## src/rtl/acc_alu_pkg.sv

```systemverilog
package acc_alu_pkg;

  typedef enum logic [3:0] {
    OP_ADD  = 4'd0,
    OP_SUB  = 4'd1,
    OP_INC  = 4'd2,
    OP_DEC  = 4'd3,
    OP_AND  = 4'd4,
    OP_OR   = 4'd5,
    OP_XOR  = 4'd6,
    OP_CMA  = 4'd7,
    OP_CMP  = 4'd8,
    OP_RLC  = 4'd9,
    OP_RRC  = 4'd10,
    OP_RAL  = 4'd11,
    OP_RAR  = 4'd12,
    OP_PS0  = 4'd13,
    OP_PS1  = 4'd14,
    OP_PS2  = 4'd15
  } alu_op_e;

  // status byte bit positions
  localparam int FB_S   = 7;
  localparam int FB_Z   = 6;
  localparam int FB_Z5  = 5;
  localparam int FB_AC  = 4;
  localparam int FB_Z3  = 3;
  localparam int FB_P   = 2;
  localparam int FB_ONE = 1;
  localparam int FB_CY  = 0;
  localparam int FB_W   = 8;

  localparam logic [FB_W-1:0] FB_KEEP_MASK = 8'hD5;
  localparam logic [FB_W-1:0] FB_SET_MASK  = 8'h02;

  function automatic logic is_arith(input alu_op_e op);
    return (op == OP_ADD) || (op == OP_SUB) || (op == OP_INC) ||
           (op == OP_DEC) || (op == OP_CMP);
  endfunction

  function automatic logic is_bitwise(input alu_op_e op);
    return (op == OP_AND) || (op == OP_OR) || (op == OP_XOR);
  endfunction

  function automatic logic is_rotate(input alu_op_e op);
    return (op == OP_RLC) || (op == OP_RRC) || (op == OP_RAL) || (op == OP_RAR);
  endfunction

endpackage

```

## src/rtl/acc_alu_addsub.sv

```systemverilog
module acc_alu_addsub #(
  parameter int W   = 8,
  parameter int NIB = 4
) (
  input  logic [W-1:0] a_i,
  input  logic [W-1:0] b_i,
  input  logic         cin_i,
  output logic [W-1:0] sum_o,
  output logic         cout_o,
  output logic         hc_o
);
  localparam int HI = W - NIB;

  logic [NIB:0] lo_sum;
  logic [HI:0]  hi_sum;

  always_comb begin
    lo_sum = {1'b0, a_i[NIB-1:0]} + {1'b0, b_i[NIB-1:0]} + {{NIB{1'b0}}, cin_i};
    hi_sum = {1'b0, a_i[W-1:NIB]} + {1'b0, b_i[W-1:NIB]} + {{HI{1'b0}}, lo_sum[NIB]};
  end

  assign sum_o  = {hi_sum[HI-1:0], lo_sum[NIB-1:0]};
  assign cout_o = hi_sum[HI];
  assign hc_o   = lo_sum[NIB];

endmodule

```

## src/rtl/acc_alu_logic.sv

```systemverilog
module acc_alu_logic
  import acc_alu_pkg::*;
#(
  parameter int W = 8
) (
  input  alu_op_e      op_i,
  input  logic [W-1:0] a_i,
  input  logic [W-1:0] b_i,
  input  logic         cy_i,
  output logic [W-1:0] res_o,
  output logic         rot_cy_o
);
  always_comb begin
    res_o    = a_i;
    rot_cy_o = cy_i;
    unique case (op_i)
      OP_AND: res_o = a_i & b_i;
      OP_OR:  res_o = a_i | b_i;
      OP_XOR: res_o = a_i ^ b_i;
      OP_CMA: res_o = ~a_i;
      OP_RLC: begin
        res_o    = {a_i[W-2:0], a_i[W-1]};
        rot_cy_o = a_i[W-1];
      end
      OP_RRC: begin
        res_o    = {a_i[0], a_i[W-1:1]};
        rot_cy_o = a_i[0];
      end
      OP_RAL: begin
        res_o    = {a_i[W-2:0], cy_i};
        rot_cy_o = a_i[W-1];
      end
      OP_RAR: begin
        res_o    = {cy_i, a_i[W-1:1]};
        rot_cy_o = a_i[0];
      end
      default: begin
        res_o    = a_i;
        rot_cy_o = cy_i;
      end
    endcase
  end

endmodule

```

## src/rtl/acc_alu_flags.sv

```systemverilog
module acc_alu_flags
  import acc_alu_pkg::*;
#(
  parameter int W = 8
) (
  input  alu_op_e         op_i,
  input  logic [W-1:0]    res_i,
  input  logic            cout_i,
  input  logic            hc_i,
  input  logic            rot_cy_i,
  input  logic [FB_W-1:0] flags_i,
  output logic [FB_W-1:0] flags_o
);
  logic sign_v, zero_v, par_v;

  always_comb begin
    sign_v = res_i[W-1];
    zero_v = (res_i == '0);
    par_v  = 1'b1;
    for (int i = 0; i < W; i++) begin
      par_v = par_v ^ res_i[i];
    end
  end

  always_comb begin
    flags_o = (flags_i & FB_KEEP_MASK) | FB_SET_MASK;
    if (is_arith(op_i) || is_bitwise(op_i)) begin
      flags_o[FB_S] = sign_v;
      flags_o[FB_Z] = zero_v;
      flags_o[FB_P] = par_v;
    end
    unique case (op_i)
      OP_ADD: begin
        flags_o[FB_CY] = cout_i;
        flags_o[FB_AC] = hc_i;
      end
      OP_SUB, OP_CMP: begin
        flags_o[FB_CY] = ~cout_i;
        flags_o[FB_AC] = hc_i;
      end
      OP_INC, OP_DEC: flags_o[FB_AC] = hc_i;
      OP_AND, OP_OR, OP_XOR: begin
        flags_o[FB_CY] = 1'b0;
        flags_o[FB_AC] = 1'b0;
      end
      OP_RLC, OP_RRC, OP_RAL, OP_RAR: flags_o[FB_CY] = rot_cy_i;
      default: ;
    endcase
  end

endmodule

```

## src/rtl/acc_alu.sv

```systemverilog
module acc_alu
  import acc_alu_pkg::*;
#(
  parameter int W           = 8,
  parameter int NIB         = 4,
  parameter int SYNC_STAGES = 2
) (
  input  logic         clk,
  input  logic         rst_n,
  input  logic [3:0]   op_i,
  input  logic [W-1:0] acc_i,
  input  logic [W-1:0] opnd_i,
  input  logic [7:0]   flags_i,
  output logic [W-1:0] result_o,
  output logic         acc_we_o,
  output logic [7:0]   flags_o
);
  // reset: asserted asynchronously, released on a clock edge
  logic [SYNC_STAGES-1:0] rst_pipe_q;
  logic                   rst_sync_n;

  always_ff @(posedge clk or negedge rst_n) begin
    if (!rst_n) rst_pipe_q <= '0;
    else        rst_pipe_q <= {rst_pipe_q[SYNC_STAGES-2:0], 1'b1};
  end
  assign rst_sync_n = rst_pipe_q[SYNC_STAGES-1];

  alu_op_e     op;
  logic [W-1:0] add_b;
  logic         add_cin;
  logic [W-1:0] sum;
  logic         cout, hc;
  logic [W-1:0] lres;
  logic         rot_cy;
  logic [7:0]   flags_d;
  logic [W-1:0] result_d;
  logic         we_d;

  assign op = alu_op_e'(op_i);

  // second adder input per operation
  always_comb begin
    add_b   = opnd_i;
    add_cin = 1'b0;
    unique case (op)
      OP_SUB, OP_CMP: begin add_b = ~opnd_i; add_cin = 1'b1; end
      OP_INC:         begin add_b = '0;      add_cin = 1'b1; end
      OP_DEC:         begin add_b = '1;      add_cin = 1'b0; end
      default:        begin add_b = opnd_i;  add_cin = 1'b0; end
    endcase
  end

  acc_alu_addsub #(.W(W), .NIB(NIB)) u_addsub (
    .a_i    (acc_i),
    .b_i    (add_b),
    .cin_i  (add_cin),
    .sum_o  (sum),
    .cout_o (cout),
    .hc_o   (hc)
  );

  acc_alu_logic #(.W(W)) u_logic (
    .op_i     (op),
    .a_i      (acc_i),
    .b_i      (opnd_i),
    .cy_i     (flags_i[FB_CY]),
    .res_o    (lres),
    .rot_cy_o (rot_cy)
  );

  always_comb begin
    result_d = is_arith(op) ? sum : lres;
    we_d     = (op != OP_CMP) && (op_i < 4'd13);
  end

  acc_alu_flags #(.W(W)) u_flags (
    .op_i     (op),
    .res_i    (result_d),
    .cout_i   (cout),
    .hc_i     (hc),
    .rot_cy_i (rot_cy),
    .flags_i  (flags_i),
    .flags_o  (flags_d)
  );

  logic out_en;
  assign out_en = 1'b1;

  always_ff @(posedge clk or negedge rst_sync_n) begin
    if (!rst_sync_n) begin
      result_o <= '0;
      acc_we_o <= 1'b0;
      flags_o  <= FB_SET_MASK;
    end else if (out_en) begin
      result_o <= result_d;
      acc_we_o <= we_d;
      flags_o  <= flags_d;
    end
  end

endmodule

```

## config.mk

```make
export PLATFORM = sky130hd
export DESIGN_NAME = acc_alu
export DESIGN_NICKNAME = d
export VERILOG_FILES = /design/src/rtl/acc_alu_pkg.sv /design/src/rtl/acc_alu_addsub.sv /design/src/rtl/acc_alu_logic.sv /design/src/rtl/acc_alu_flags.sv /design/src/rtl/acc_alu.sv
export SDC_FILE = /design/constraint.sdc
export NUM_CORES = 1
export LEC_CHECK = 0
export ABC_CLOCK_PERIOD_IN_PS = 800
export BUFFER_PORTS_ARGS = -buffer_cell sky130_fd_sc_hd__buf_2
export CAP_MARGIN = 25
export CORE_MARGIN = 8
export CORE_UTILIZATION = 53
export CTS_CLUSTER_SIZE = 12
export DETAILED_ROUTE_END_ITERATION = 8
export PLACE_DENSITY = 0.83
export SLEW_MARGIN = 5
export SYNTH_ARGS = -nofsm -noshare
export SYNTH_HDL_FRONTEND = slang
export SYNTH_HIERARCHICAL = 1
export SYNTH_SLANG_ARGS = --single-unit
export TNS_END_PERCENT = 5
```

## constraint.sdc

```tcl
create_clock -name clk -period 0.8 [get_ports clk]
set_input_delay 0.08 -clock clk [delete_from_list [all_inputs] [get_ports clk]]
set_output_delay 0.08 -clock clk [all_outputs]
set_load 0.01 [all_outputs]
```

# Word-level counts from Yosys, hierarchy flattened
# Index checks and enable logic that the tools add are counted.
op_classes:
  n_mux: 9
  bitwise_logic: 14
  add_sub_neg: 4
  order_cmp: 1
  eq_ne: 13
  n_reduce_logical: 17
ops:
  columns: ["operator", "n"]
  rows:
  - ["$pmux W8 S8", 1]
  - ["$pmux W8 S3", 1]
  - ["$eq A4 B4 Y1 const B", 5]
  - ["$eq A4 B3 Y1 const B", 4]
  - ["$not A8 Y8", 2]
  - ["$add A4 B4 Y5", 2]
  - ["$add A5 B1 Y5", 2]
  - ["$and A8 B8 Y8", 1]
  - ["$eq A4 B2 Y1 const B", 2]
  - ["$logic_not A8 Y1", 1]
  - ["$mux W8", 1]
  - ["$or A8 B8 Y8", 1]
  - ["$xor A8 B8 Y8", 1]
  - ["$logic_or A1 B1 Y1", 7]
  - ["$xor A1 B1 Y1", 7]
  - ["$reduce_or A2 Y1", 3]
  - ["$reduce_or A3 Y1", 2]
  - ["$reduce_or A5 Y1", 1]
  - ["$eq A4 B1 Y1 const B", 1]
  - ["$logic_not A4 Y1", 1]
  - ["$lt A4 B4 Y1 const B", 1]
  - ["$ne A4 B4 Y1 const B", 1]
  - ["$pmux W1 S2", 2]
  - ["$pmux W1 S4", 1]
  - ["5 further kinds", 7]
word_totals:
  reg_bits: 16
  inputBits: 30

# Logic depth before layout (Yosys ltp)
logic_depth:
  ltp_word: 16
  mapped_depth: 19
  depth_no_buf: 18

# By module
# The synthesis kept the hierarchy.
modules_own_cells:
  columns: ["mod", "area_per_inst_um2", "n_inst", "cells_per_inst", "seq_area_each_um2"]
  rows:
  - ["acc_alu", 1031.0, 1, 103, 476.7]
  - ["acc_alu_logic", 969.7, 1, 148, 0.0]
  - ["acc_alu_flags", 296.5, 1, 36, 0.0]
  - ["acc_alu_addsub", 284.0, 1, 32, 0.0]

# Worst setup path after synthesis
# No wires, ideal clock.
synth_path:
  kind: "input to register"
  start: "input port op_i[1]"
  end: "register flags_o[2]"
  t_arrival_ns: 3.710
  path_stages: 18
  setup_ns: 0.125
  n_path_buf: 1
  path_slack_ns: -3.035
  t_required_ns: 0.675
  cell_sequence: "or3_1 > clkbuf_1 > o221ai_1 > a21oi_1 > inv_1 > fa_1 > inv_1 > fa_1 > a21o_2 > a21o_1 > fa_1 > a21o_1 > a21oi_1 > xnor2_1 > mux2_2 > xnor2_1 > xnor3_1 > mux2_4"
synth_between:
  elab_cells_between_ends: 39
synth_lines:
  columns: ["item", "line", "source"]
  rows:
  - ["start, declared", "acc_alu.sv:10", "input logic [3:0] op_i,"]
  - ["$eq A4 B1 Y1 / $eq A4 B4 Y1 (equally long branches)", "acc_alu.sv:45", "unique case (op)"]
  - ["$reduce_or A2 Y1", null, null]
  - ["$pmux W8 S3 *", "acc_alu.sv:45", null]
  - ["net add_b[0]", "acc_alu.sv:29", "logic [W-1:0] add_b;"]
  - ["$add A4 B4 Y5 *", "acc_alu_addsub.sv:18", "lo_sum = {1'b0, a_i[NIB-1:0]} + {1'b0, b_i[NIB-1:0]} + {{NIB{1'b0}}, cin_i};"]
  - ["$add A5 B1 Y5 *", "acc_alu_addsub.sv:18", null]
  - ["net hc", "acc_alu.sv:32", "logic cout, hc;"]
  - ["$add A5 B1 Y5 *", "acc_alu_addsub.sv:19", "hi_sum = {1'b0, a_i[W-1:NIB]} + {1'b0, b_i[W-1:NIB]} + {{HI{1'b0}}, lo_sum[NIB]};"]
  - ["net sum[7]", "acc_alu.sv:31", "logic [W-1:0] sum;"]
  - ["$mux W8 *", "acc_alu.sv:72", "result_d = is_arith(op) ? sum : lres;"]
  - ["net result_d[7]", "acc_alu.sv:36", "logic [W-1:0] result_d;"]
  - ["$xor A1 B1 Y1 *", "acc_alu_flags.sv:21", "par_v = par_v ^ res_i[i];"]
  - ["$mux W1 *", "acc_alu_flags.sv:27", "if (is_arith(op_i) || is_bitwise(op_i)) begin"]
  - ["net flags_d[2]", "acc_alu.sv:35", "logic [7:0] flags_d;"]
  - ["end signal, assigned", "acc_alu.sv:97", "flags_o <= flags_d;"]
  - ["end, declared", "acc_alu.sv:16", "output logic [7:0] flags_o"]
# The timed path passes the listed nets; every way through them passes the cells marked *.

# Worst setup path after layout
layout_path:
  start: "input port op_i[1]"
  end: "register flags_o[2]"
layout_between:
  elab_cells_between_ends: 39
layout_lines:
  columns: ["item", "line"]
  rows:
  - ["$eq A4 B1 Y1 / $eq A4 B4 Y1 (equally long branches)", "acc_alu.sv:45"]
  - ["$reduce_or A2 Y1", null]
  - ["$pmux W8 S3 *", "acc_alu.sv:45"]
  - ["net add_b[0]", "acc_alu.sv:29"]
  - ["$add A4 B4 Y5 *", "acc_alu_addsub.sv:18"]
  - ["$add A5 B1 Y5 *", "acc_alu_addsub.sv:18"]
  - ["net hc", "acc_alu.sv:32"]
  - ["$add A5 B1 Y5 *", "acc_alu_addsub.sv:19"]
  - ["net sum[6]", "acc_alu.sv:31"]
  - ["$mux W8 *", "acc_alu.sv:72"]
  - ["net result_d[6]", "acc_alu.sv:36"]
  - ["$xor A1 B1 Y1 * (2 in series)", "acc_alu_flags.sv:21"]
  - ["$mux W1 *", "acc_alu_flags.sv:27"]
  - ["net flags_d[2]", "acc_alu.sv:35"]
# Marked as above.

==> results by group <==
Outcome
  – Status: complete, but fails checks
  – Failing checks: negative setup slack

Setup path
  – Crit path top cell by count: fa_2
  – Internal reg-to-reg setup slack: 0.31 ns
  – Critical path's largest stage delay: around 0.40 ns
  – Crit end category: register
  – Critical path fanouts, max: 2
  – Crit-path cells: buf_6 -> or3_4 -> o221ai_2 -> a21oi_2 -> inv_2 -> fa_2 -> inv_2 -> fa_2 -> a21o_2 -> a21o_1 -> fa_2 -> inv_2 -> fa_2 -> xnor2_1 -> mux2_4 -> xor2_1 -> xnor3_1 -> mux2_4
  – Critical path type: primary input to register
  – Arr. time, crit path: ~3.6 ns
  – Startpoint types: primary input
  – Critical path's slowest cell: xnor3_1
  – Critical Path RT: ~0.95 ns

Power
  – Peak supply drop: 875 uV
  – Clk pwr share: 0.142
  – Cell Pwr Density: approximately 1300 nW/um^2
  – Pleak: around 1.8 nW
  – Switching power: around 1.7 mW
  – Final Power: between 4 and 5 mW
  – Comb power frac: 0.610
  – Pint: about 3.0 mW
  – Power share of the sequential group: 0.249
  – Sw Ratio: 0.362

Global route
  – GRT Overall Usage: 0.215
  – First-pass GRT wire length: roughly 13000 um
  – Met3 Track Usage GR: 0.0420
  – Initial antenna violation count: 0
  – GRT met2 Usage: 0.377
  – Met1 GRT Util: 0.240
  – Vias in the first global route: approximately 2700
  – Grt total ovfl: 0
  – Pin count of the biggest net entering global routing: 37
  – Gr busiest metal: met2

Placed design
  – HPWL after DPL: around 6000 um
  – Post-Place Worst Slack: -3.10 ns
  – # placed instances: 476
  – IO buf count: 43
  – RD Place Congestion: around 0.91

Die
  – # rows: 25
  – Area of the core: 4720 um^2
  – Total die area: 7360 um^2
  – Die width: about 86 um
  – Initial Util: 0.546
  – Ports: between 40 and 50
  – Die Ht: about 86 um

Route
  – Total wire length: between 8000 and 9000 um
  – DRC Markers: 0
  – Drt initial violations: 320
  – Pre-antenna DRT Iters: 8
  – Drt wl/cell: roughly 17 um
  – Antenna-violating nets left: 0
  – Via count: approximately 2800
  – Via density: a little under 6

Cells and area
  – Multi-input logic area: about 2000 um^2
  – Fill count: 329
  – Area growth syn-to-layout: 38.0%
  – Post-Layout Cell Count: 482
  – Core Util, Final: 0.754
  – Nets@finish: 473
  – Antenna diodes: 0
  – Fraction of layout cells with a size suffix above 1: 0.366
  – Storage cell area: 477 um^2

Synthesis
  – Post-synthesis cell count: about 320
  – Synth warnings: 6
  – Post-synth EDFFs: 0
  – Avg Inst Size Synth: 8.09 um^2
  – Synth top area share: 0.175
  – Ranking of synthesized cells by area: dfrtp_1, ha_1, o21ai_0, mux2_2, inv_1
  – Asr flop ratio synth: 1.00
  – Synthesized cell area: about 2600 um^2
  – Seq/Total Area, Yosys: 0.185
  – Most used DFF post-synth: dfrtp_1
  – Seq cells post-synth: 19
  – Unique masters post-synth: 60
  – Largest area contributor in the netlist: dfrtp_1

Timing
  – Final WS setup: -2.67 ns
  – Hold Fails Final Rpt: 0
  – Clk_skew: roughly 0.00077 ns
  – Fmax: about 290 MHz
  – Min Tclk post-route: 3.47 ns
  – Hold WS: 0.0496 ns
  – Period utilisation layout: 4.34
  – Max Transition Viols Final: 0
  – Final setup violation count: 31
  – RSZ-0062 raised after global routing: true

CTS
  – H-Tree Level Count: 1
  – Root Buffer: clkbuf_8
  – Clock Latency Late Sink: approximately 0.26 ns
  – Clock Path Buffers: 2
  – Reg clk slew, reported paths: 0.07 ns
  – CTS tree: done
  – Cts bufs inserted: 3
  – Sink Count: 19

Worst hold path
  – Hold Crit Class: primary input to register

Flow run
  – Max-cap violations: 0
worst max-delay path, delay by kind of cell:
family | cells | cell delay (ns)
XOR/XNOR | 3 | 0.62
adder cells (fa/ha/maj) | 4 | 1.11
AND/OR/NAND/NOR | 1 | 0.38
buffers and inverters | 4 | 0.27
multiplexers | 2 | 0.53
AO/OA/AOI/OAI | 4 | 0.63
through the flow:
stage	TNS, ns	cell area (um^2)
after global placement	-28.27	3330
after CTS	-25.00	3520
after floorplan	-24.97	2620
final	-24.61	3560
after global routing	-26.28	3560
after detailed placement	-29.29	3330
cell usage in the layout (no fill, tap or decap), types with 4 or more instances in the layout:
| cell type | netlist | final |
|---|---|---|
| a21o_1 | 4 | 4 |
| a21oi_1 | 17 | 15 |
| a221o_1 | 8 | 8 |
| a31oi_1 | 5 | 5 |
| buf_2 | 8 | 32 |
| buf_4 | 7 | 59 |
| buf_6 | 0 | 18 |
| conb_1 | 3 | 4 |
| dfrtp_1 | 18 | 18 |
| fa_2 | 0 | 4 |
| ha_1 | 23 | 23 |
| inv_1 | 30 | 26 |
| inv_2 | 0 | 4 |
| mux2_2 | 11 | 4 |
| mux2_4 | 1 | 8 |
| mux2i_1 | 8 | 8 |
| nand2_1 | 21 | 21 |
| nand2b_1 | 11 | 11 |
| nor2_1 | 21 | 21 |
| nor2b_1 | 7 | 7 |
| o21ai_0 | 31 | 27 |
| o21ai_1 | 1 | 5 |
| o221ai_1 | 9 | 8 |
| xnor2_1 | 9 | 7 |
state kept, by name, summed over array words and instances, names as in the netlist:
| name | cells |
|---|---|
| rst_pipe_q | 2 |
| result_o | 8 |
| flags_o | 8 |
| acc_we_o | 1 |
kinds of logic (layout without fill, tap and decap cells):
group / Yosys count / count (layout) / share of synthesized area
adder cells (fa/ha/maj): 28 / 28 / 0.147
other: 3 / 4 / 0.00436
multiplexers: 20 / 20 / 0.0848
flip-flops: 19 / 19 / 0.185
buffers and inverters: 54 / 149 / 0.0926
AO/OA/AOI/OAI: 102 / 102 / 0.272
XOR/XNOR: 14 / 14 / 0.0582
AND/OR/NAND/NOR: 79 / 79 / 0.157
path summary, 6_finish.rpt:
| check | from | to | cells past startpoint |
|---|---|---|---|
| setup / recovery | op_i[1] | flags_o[2] | 18 |
| hold / removal | flags_i[2] | flags_o[2] | 2 |
| min in group asynchronous | rst_pipe_q[1] | flags_o[3] | 0 |
| hold reg to reg | rst_pipe_q[1] | flags_o[3] | 0 |
| setup reg to reg | rst_pipe_q[0] | rst_pipe_q[1] | 0 |
| max in group asynchronous | rst_pipe_q[1] | result_o[6] | 1 |
area by class of cell:
cell class,count,share of cell area
Sequential cell,19,0.134
Clock inverter,1,0.00141
Tap cell,67,0.0235
Timing Repair Buffer,114,0.249
Clock buffer,3,0.0116
Multi-Input combinational cell,247,0.548
Inverter,31,0.0327
power by group through the flow:
stage	clock network (mW)	registers (mW)	logic, mW
CTS	0.687	1.18	2.78
floorplan	0	1.28	1.44
detailed placement	0	1.18	2.55
global placement	0	1.18	2.44
global route	0.729	1.20	3.13
finish	0.678	1.19	2.92
Yosys cell counts (all sizes together), types with 5 or more instances:
cell,instances
nand2,21
xnor2,9
a21o,5
buf,15
o221ai,9
nor2,21
a21oi,18
clkbuf,8
ha,23
nand2b,11
a221o,8
a31oi,5
dfrtp,18
mux2i,8
nor2b,7
inv,30
o21ai,33
mux2,12
routing by layer:
layer,routed length [um],vias to the layer above
li1,-,1322
met1,3180,1297
met2,4110,128
met3,495,39
met4,385,0
met5,0,-
what timing repair did:
action,4_1_cts,5_1_grt
endpoints found under the hold margin,2,0
resized for setup,30,15
pin swaps,5,4
setup endpoints to repair,31,31
setup buffers,1,0
hold buffers,1,0
(Power assumes the default switching activity.)
